**config.mk**
```make
export PLATFORM = sky130hd
export DESIGN_NAME = tcc_tworail_tree
export DESIGN_NICKNAME = d
export VERILOG_FILES = /design/src/rtl/tcc_tworail_tree.sv
export SDC_FILE = /design/constraint.sdc
export NUM_CORES = 1
export LEC_CHECK = 0
export ABC_AREA = 1
export CORE_AREA = 2 2 39 41
export DETAILED_ROUTE_END_ITERATION = 8
export DIE_AREA = 0 0 41 43
export PLACE_DENSITY = 0.43
export SLEW_MARGIN = 0
export SYNTH_ARGS = -nofsm -noshare
export SYNTH_HDL_FRONTEND = slang
export SYNTH_SLANG_ARGS = --single-unit
```
**constraint.sdc**
```tcl
create_clock -name vclk -period 1.3
set_input_delay 0.325 -clock vclk [all_inputs]
set_output_delay 0.325 -clock vclk [all_outputs]
set_load 0.01 [all_outputs]
```
**src/rtl/tcc_tworail_tree.sv**
```systemverilog
module tcc_tworail_tree #(
  parameter int LEAVES = 7,
  localparam int NODES = 2 * LEAVES - 1
) (
  input  logic [LEAVES-1:0] rebuilt,
  input  logic [LEAVES-1:0] received,
  output logic              rail_t,
  output logic              rail_f
);
  // heap-ordered binary tree: leaves sit at LEAVES-1 .. NODES-1,
  // node n merges nodes 2n+1 and 2n+2, root is node 0
  always_comb begin
    logic [NODES-1:0] t;
    logic [NODES-1:0] f;
    t = '0;
    f = '0;
    for (int j = 0; j < LEAVES; j++) begin
      t[LEAVES-1+j] = rebuilt[j];
      f[LEAVES-1+j] = ~received[j];
    end
    for (int n = LEAVES - 2; n >= 0; n--) begin
      t[n] = (t[2*n+1] & t[2*n+2]) | (f[2*n+1] & f[2*n+2]);
      f[n] = (t[2*n+1] & f[2*n+2]) | (f[2*n+1] & t[2*n+2]);
    end
    rail_t = t[0];
    rail_f = f[0];
  end
endmodule

```
=== Yosys cells after proc, flatten, opt, wreduce, memory -nomap -nowiden ===
Cells that the tools add are included.

* Bitwise gates (word level): 43

{| class="wikitable"
|+ Operators by type and width
! cell !! number
|-
| bitwise AND 1 bit || 24
|-
| OR 1 bit || 12
|-
| NOT 1 bit || 7
|}

* Flip-flop bits (word level): 0
* Bits of input ports: 14
* Output and inout bits: 2
* Logic and storage cells: 43

=== Depth between registers and ports, before layout ===
Gate-level depths: netlist of run 1.

* Depth after elaboration: 7
* Depth in mapped cells: 7
* Depth with buffers taken out: 7

=== Worst setup path after synthesis of run 1 ===
OpenSTA, ideal clock, no wires.

* Kind: input-to-output
* From: input received[4]
* To: output rail_f
* Data arrival time: 0.717 ns
* Data required time: 0.975 ns
* Path slack: 0.258 ns
* Stages: 5
* Path buffers: 0
* Cell sequence: o21ai_2 -> nand2_1 -> nand2_1 -> nand2_1 -> nand2_1

* Longest elaborated chain between the ends: 7
* Elaborated cells on any way between the ends: 14
* Classes of those cells: bitwise: 14

{| class="wikitable"
|+ Ends and longest elaborated chain
! item !! line !! source
|-
| from (decl) || 6 || <nowiki>input logic [LEAVES-1:0] received,</nowiki>
|-
| NOT 1 bit * || 19 || <nowiki>f[LEAVES-1+j] = ~received[j];</nowiki>
|-
| bitwise AND 1 bit (on tied branches) || 22, 23 ||
|-
| OR 1 bit (on tied branches) || 22, 23 ||
|-
| bitwise AND 1 bit (on tied branches) || 22, 23 ||
|-
| OR 1 bit (on tied branches) || 22, 23 ||
|-
| bitwise AND 1 bit || 23 || <nowiki>f[n] = (t[2*n+1] & f[2*n+2]) | (f[2*n+1] & t[2*n+2]);</nowiki>
|-
| OR 1 bit * || 23 ||
|-
| to (decl) || 8 || <nowiki>output logic rail_f</nowiki>
|}

Every way passes the cells marked *; elsewhere a longest branch is shown, timed or not.

=== Worst setup path after layout of run 1 ===
* From: input received[5]
* To: output rail_t

* Longest elaborated chain between the ends: 7
* Elaborated cells on any way between the ends: 14
* Classes of those cells: bitwise: 14

{| class="wikitable"
|+ Ends and longest elaborated chain
! item !! line !! source
|-
| NOT 1 bit * || 19 ||
|-
| bitwise AND 1 bit (on tied branches) || 22, 23 ||
|-
| OR 1 bit (on tied branches) || 22, 23 ||
|-
| bitwise AND 1 bit (on tied branches) || 22, 23 ||
|-
| OR 1 bit (on tied branches) || 22, 23 ||
|-
| bitwise AND 1 bit || 22 || <nowiki>t[n] = (t[2*n+1] & t[2*n+2]) | (f[2*n+1] & f[2*n+2]);</nowiki>
|-
| OR 1 bit * || 22 ||
|-
| to (decl) || 7 || <nowiki>output logic rail_t,</nowiki>
|}

Marked as above.

==> results of run 1 <==
==> worst paths after layout <==
kind,from,end,cells after the start
hold / removal,received[1],rail_t,7
setup / recovery,received[5],rail_t,7
==> power by group <==
group | total, W | internal [W] | leakage, nW | switching (W)
clock network | 0 | 0 | 0 | 0
registers | 0 | 0 | 0 | 0
logic | 0.000105 | 0.0000526 | 0.202 | 0.0000523
total | 0.000105 | 0.0000526 | 0.202 | 0.0000523
==> layer usage <==
layer | share of wire | GRT usage | vias up | routed length, um
li1 | - | - | 150 | -
met1 | 0.40 | 0.0728 | 107 | 188
met2 | 0.50 | 0.109 | 10 | 236
met3 | 0.098 | 0 | 0 | 46
met4 | 0 | 0 | 0 | 0
met5 | 0 | 0 | - | 0
==> cells by family (layout without fill, tap and decap cells) <==
logic type,count (synthesis),in the layout
simple gates,30,30
compound gates,3,3
buf+inv,7,23
==> placed cells by master, fill, tap and decap left out, drive strengths merged <==
| master | count |
|---|---|
| inv | 7 |
| o21ai | 3 |
| nand2 | 30 |
| buf | 14 |
| clkdlybuf4s15 | 1 |
| dlygate4sd2 | 1 |
==> area by class of cell <==
| type | count | area (um^2) | share of cell area |
|---|---|---|---|
| multi-input cells | 33 | 154 | 0.484 |
| well taps | 16 | 20.0 | 0.0630 |
| inverters | 7 | 26.3 | 0.0827 |
| repair buffers | 16 | 118 | 0.370 |
==> repair_timing <==
item,4_1_cts,5_1_grt
hold endpoints to repair,0,0
endpoints found under the setup margin,2,2
pin swaps,24,11
resized for setup,63,11
hold buffers,0,0
==> stage by stage <==
stage | instances | worst slack [ps] | area, um^2 | util
detailed placement | 72 | -754 | 345 | 0.250
finish | 72 | 26.2 | 318 | 0.230
floorplan | 40 | 258 | 165 | -
global route | 72 | -58.1 | 318 | 0.230
global placement | 72 | -759 | 345 | 0.250
CTS | 72 | 2.82 | 293 | 0.212
==> flow_summary.toml, run 1 <==
[status]
status = "complete, no violations"

[final_layout]
seq_cells = 0
fin_nets = 72
synthToLayoutAreaGrowth_pct = 92.4
num_antenna_cells = 0
ff_latch_area_um2 = 0
final.clkbuf_count = 0
fillCellCount = 174
drive_gt1_frac = 0.482

[yosys]
avgSynthCellArea_um2 = 4.13
ys_types = 3
synth-simple-area-share = 0.682
yosysMostFrequentCell = "nand2_1"
synth_fa_ha_area_frac = 0
netlist_top_cells_area = "nand2_1, inv_1, o21ai_2"
synth_area_um2 = 165
synth.top_cells.by_count = "nand2_1, inv_1, o21ai_2"
yosysTopAreaCellShare = 0.682
synth_xor_area_frac = 0
synthesis.nets = 54
synth_compound_area_frac = 0.159
synth_top_family_by_area = "simple AND/OR/NAND/NOR gates"
syn_inst = 40
yosys_warnings = 0
synth_mux_area_frac = 0
synth_seq_area_share = 0
yosys.area.top_type = "nand2_1"

[pwr]
ir_drop_mv = 0.0838
pwr_density_cell_mw_per_mm2 = 330
leakagePower_nw = 0.202
power_w = 0.000105

[route]
vias = 267
drt_pre_antenna_iters = 1
drtIter0Drc = 0
routedWlPerCell_um = 6.54
drc = 0
finalWirelength_um = 471
vias_per_cell = 3.71
antenna_left = 0

[placed_design]
port_buffers = 16
hpwl_um = 416
finalWeightedCongestion = 0.554

[global_route]
grt_usage = 0.0579
grt_pass1_vias = 222
grt_pass1_wl_um = 779
grt.overflow.total = 0
grt_max_degree = 3
antenna_found_initial = 0

[setup_path]
critPathSlowestCell = "o21ai_2"
cp_max_fo = 2
cp_top_family = "simple AND/OR/NAND/NOR gates"
worst-path-buf-inv = 2
worst-endpoint-required_ps = 980
crit_top_cell = "nand2_1"
crit_chain = "buf_2, o21ai_2, nand2_1, nand2_2, nand2_1, nand2_1, buf_2"
crit_type = "input port to output pin"
start_kind = "input port"
endpoint_kind = "output pin"
cpPeakStageDelay_ps = 140
arrival_ps = 950

[timing]
drv_slew = 0
setup_viol = 0
tns_ps = 0
slew-limit-headroom = 0.920
holdWs_ps = 1110
min_period_ps = 1270
fin_crit_sh = 0.980
max_freq_mhz = 785
worst_pin_slew_ps = 121
rsz0062_at_grt = "true"
finalHoldViolCount = 0

[worst_hold_path]
hold_class = "input port to output pin"

[floorplan]
rows = 14
start_util = 0.119
core_mm2 = 0.00138
die_x_um = 41
dieArea_mm2 = 0.00176
io_pins = 16
die_y_um = 43

[clocking]
post_cts_buffers = 0

[run]
maxCapViolCount = 0
Note: power is estimated with default switching activity, not from simulation.
==> run 2: changes to the inputs <==
--- a/config.mk
+++ b/config.mk
@@ -5,11 +5,10 @@
 export SDC_FILE = /design/constraint.sdc
 export NUM_CORES = 1
 export LEC_CHECK = 0
-export ABC_AREA = 1
 export CORE_AREA = 2 2 39 41
 export DETAILED_ROUTE_END_ITERATION = 8
 export DIE_AREA = 0 0 41 43
-export PLACE_DENSITY = 0.43
+export PLACE_DENSITY = 0.42
 export SLEW_MARGIN = 0
 export SYNTH_ARGS = -nofsm -noshare
 export SYNTH_HDL_FRONTEND = slang
==> flow_summary.toml, run 2 <==
[status]
status = "finished, violations left"
violations = "setup timing"

[setup_path]
cp-endpoint = "rail_t"
critPathLaunch = "received[0]"
crit_type = "input port to output pin"
worst-endpoint-required_ps = 980
arrival_ps = 1060
start_kind = "input port"
cp_max_fo = 2
endpoint_kind = "output pin"

[final_layout]
fin_cells = 53
drive_gt1_frac = 0.865
ff_latch_area_um2 = 0
mostFrequentLayoutCell = "buf_2"
final.clkbuf_count = 0
final_util = 0.282
synthToLayoutAreaGrowth_pct = 158
layout_common_cells = "buf_2, o22ai_4, buf_6, inv_2"
num_antenna_cells = 0
seq_cells = 0
final_cell_area_um2 = 390
fin_nets = 53

[run]
maxCapViolCount = 0

[yosys]
syn_inst = 21
synthesis.nets = 35
yosys.area.top_type = "o22ai_2"
netlist_top_cells_area = "o22ai_2, inv_1, a22oi_1"
synth_seq_area_share = 0
ys_types = 9
synth_area_um2 = 151
avgSynthCellArea_um2 = 7.21
yosysMostFrequentCell = "inv_1"
yosysTopAreaCellShare = 0.413
synth.top_cells.by_count = "inv_1, o22ai_2, a21oi_1, a22oi_1, o22ai_1"
yosys_warnings = 0

[pwr]
combPwrFrac = 1.000
ir_drop_mv = 0.0711
power_frac_clock = 0
power_w = 0.000152
leakagePower_nw = 0.155
switching_share = 0.457
seq_power_share = 0
pwr_density_cell_mw_per_mm2 = 391
switchingPower_w = 0.0000697
power.internal_w = 0.0000828

[route]
vias = 229
drt_pre_antenna_iters = 4
antenna_left = 0
vias_per_cell = 4.32
routedWlPerCell_um = 11.2
drtIter0Drc = 14
drc = 0
finalWirelength_um = 596

[timing]
setup_viol = 2
slew-limit-headroom = 0.887
drv_slew = 0
fin_crit_sh = 1.06
worst_pin_slew_ps = 170
finalHoldViolCount = 0
max_freq_mhz = 723
min_period_ps = 1380
setup_slack_ps = -83.4
rsz0062_at_grt = "true"

[placed_design]
port_buffers = 16
finalWeightedCongestion = 0.545
dp.cells = 53
placedInstanceArea_um2 = 332

[clocking]
post_cts_buffers = 0

[worst_hold_path]
hold_class = "input port to output pin"

[global_route]
grt_max_degree = 3
grt_pass1_vias = 248
grt.overflow.total = 0
grt_pass1_wl_um = 972
antenna_found_initial = 0
grt_usage = 0.0769

[floorplan]
die_x_um = 41
rows = 14
dieArea_mm2 = 0.00176
core_mm2 = 0.00138
io_pins = 16
die_y_um = 43
start_util = 0.109
[run 2: cell types whose count changed after synthesis, sizes merged]
cell     delta
a21oi       +2
nor2b       +1
o22ai       +7
o21ai       -3
nand2      -30
a2bb2oi     +1
nor2        +1
a22oi       +2
[run 2: layer usage]
layer	up-vias	wire length, um	GRT usage
met5	-	0	0
met4	0	0	0
met3	0	47	0.00524
met2	10	349	0.159
met1	106	198	0.0791
li1	113	-	-
[run 2: worst min path at each step]
stage | startpoint | endpoint | slack [ps] | cells past startpoint
after floorplan | rebuilt[6] | rail_f | 900 | 2
after global placement | rebuilt[6] | rail_f | 1800 | 4
after detailed placement | rebuilt[6] | rail_f | 1810 | 4
after CTS | received[0] | rail_f | 1140 | 5
after global routing | received[0] | rail_f | 1200 | 5
final | received[0] | rail_f | 1150 | 5
[run 2: kinds of logic (layout without fill, tap and decap cells)]
family          after synthesis  after routing  share of synthesized area
buf+inv                       7             23                      0.174
simple gates                  2              2                     0.0661
compound gates               12             12                      0.760
[run 2: final cells by class]
class	count	area (um^2)
Tap cell	16	20.0
Multi-Input combinational cell	14	196
Fill cell	155	993
Timing Repair Buffer	16	138
Inverter	7	36.3
[run 2: through the flow]
step | TNS (ps) | hold WS [ps] | setup WS [ps]
floorplan | 0 | 902 | 76.0
global placement | -1780 | 1800 | -900
detailed placement | -1830 | 1810 | -926
CTS | -166 | 1140 | -92.1
global route | -273 | 1200 | -157
finish | -156 | 1150 | -83.4
[run 2: repair_timing]
action | in CTS | in global routing
endpoints found under the setup margin | 2 | 2
pin swaps | 11 | 7
hold buffers | 0 | 0
resized for setup | 85 | 5
[run 2: power by group through the flow]
| stage | Clock, W | Combinational [W] | Sequential (W) |
|---|---|---|---|
| 2_1_floorplan | 0 | 0.0000507 | 0 |
| 3_3_place_gp | 0 | 0.000119 | 0 |
| 3_5_place_dp | 0 | 0.000122 | 0 |
| 4_1_cts | 0 | 0.000149 | 0 |
| 5_1_grt | 0 | 0.000165 | 0 |
| 6_report | 0 | 0.000152 | 0 |
[run 2: critical path, cell delays in order]
cell and delay [ps]:
buf_8 100, a2bb2oi_4 170, nor2_2 90, a21oi_2 40
o22ai_1 170, buf_2 150
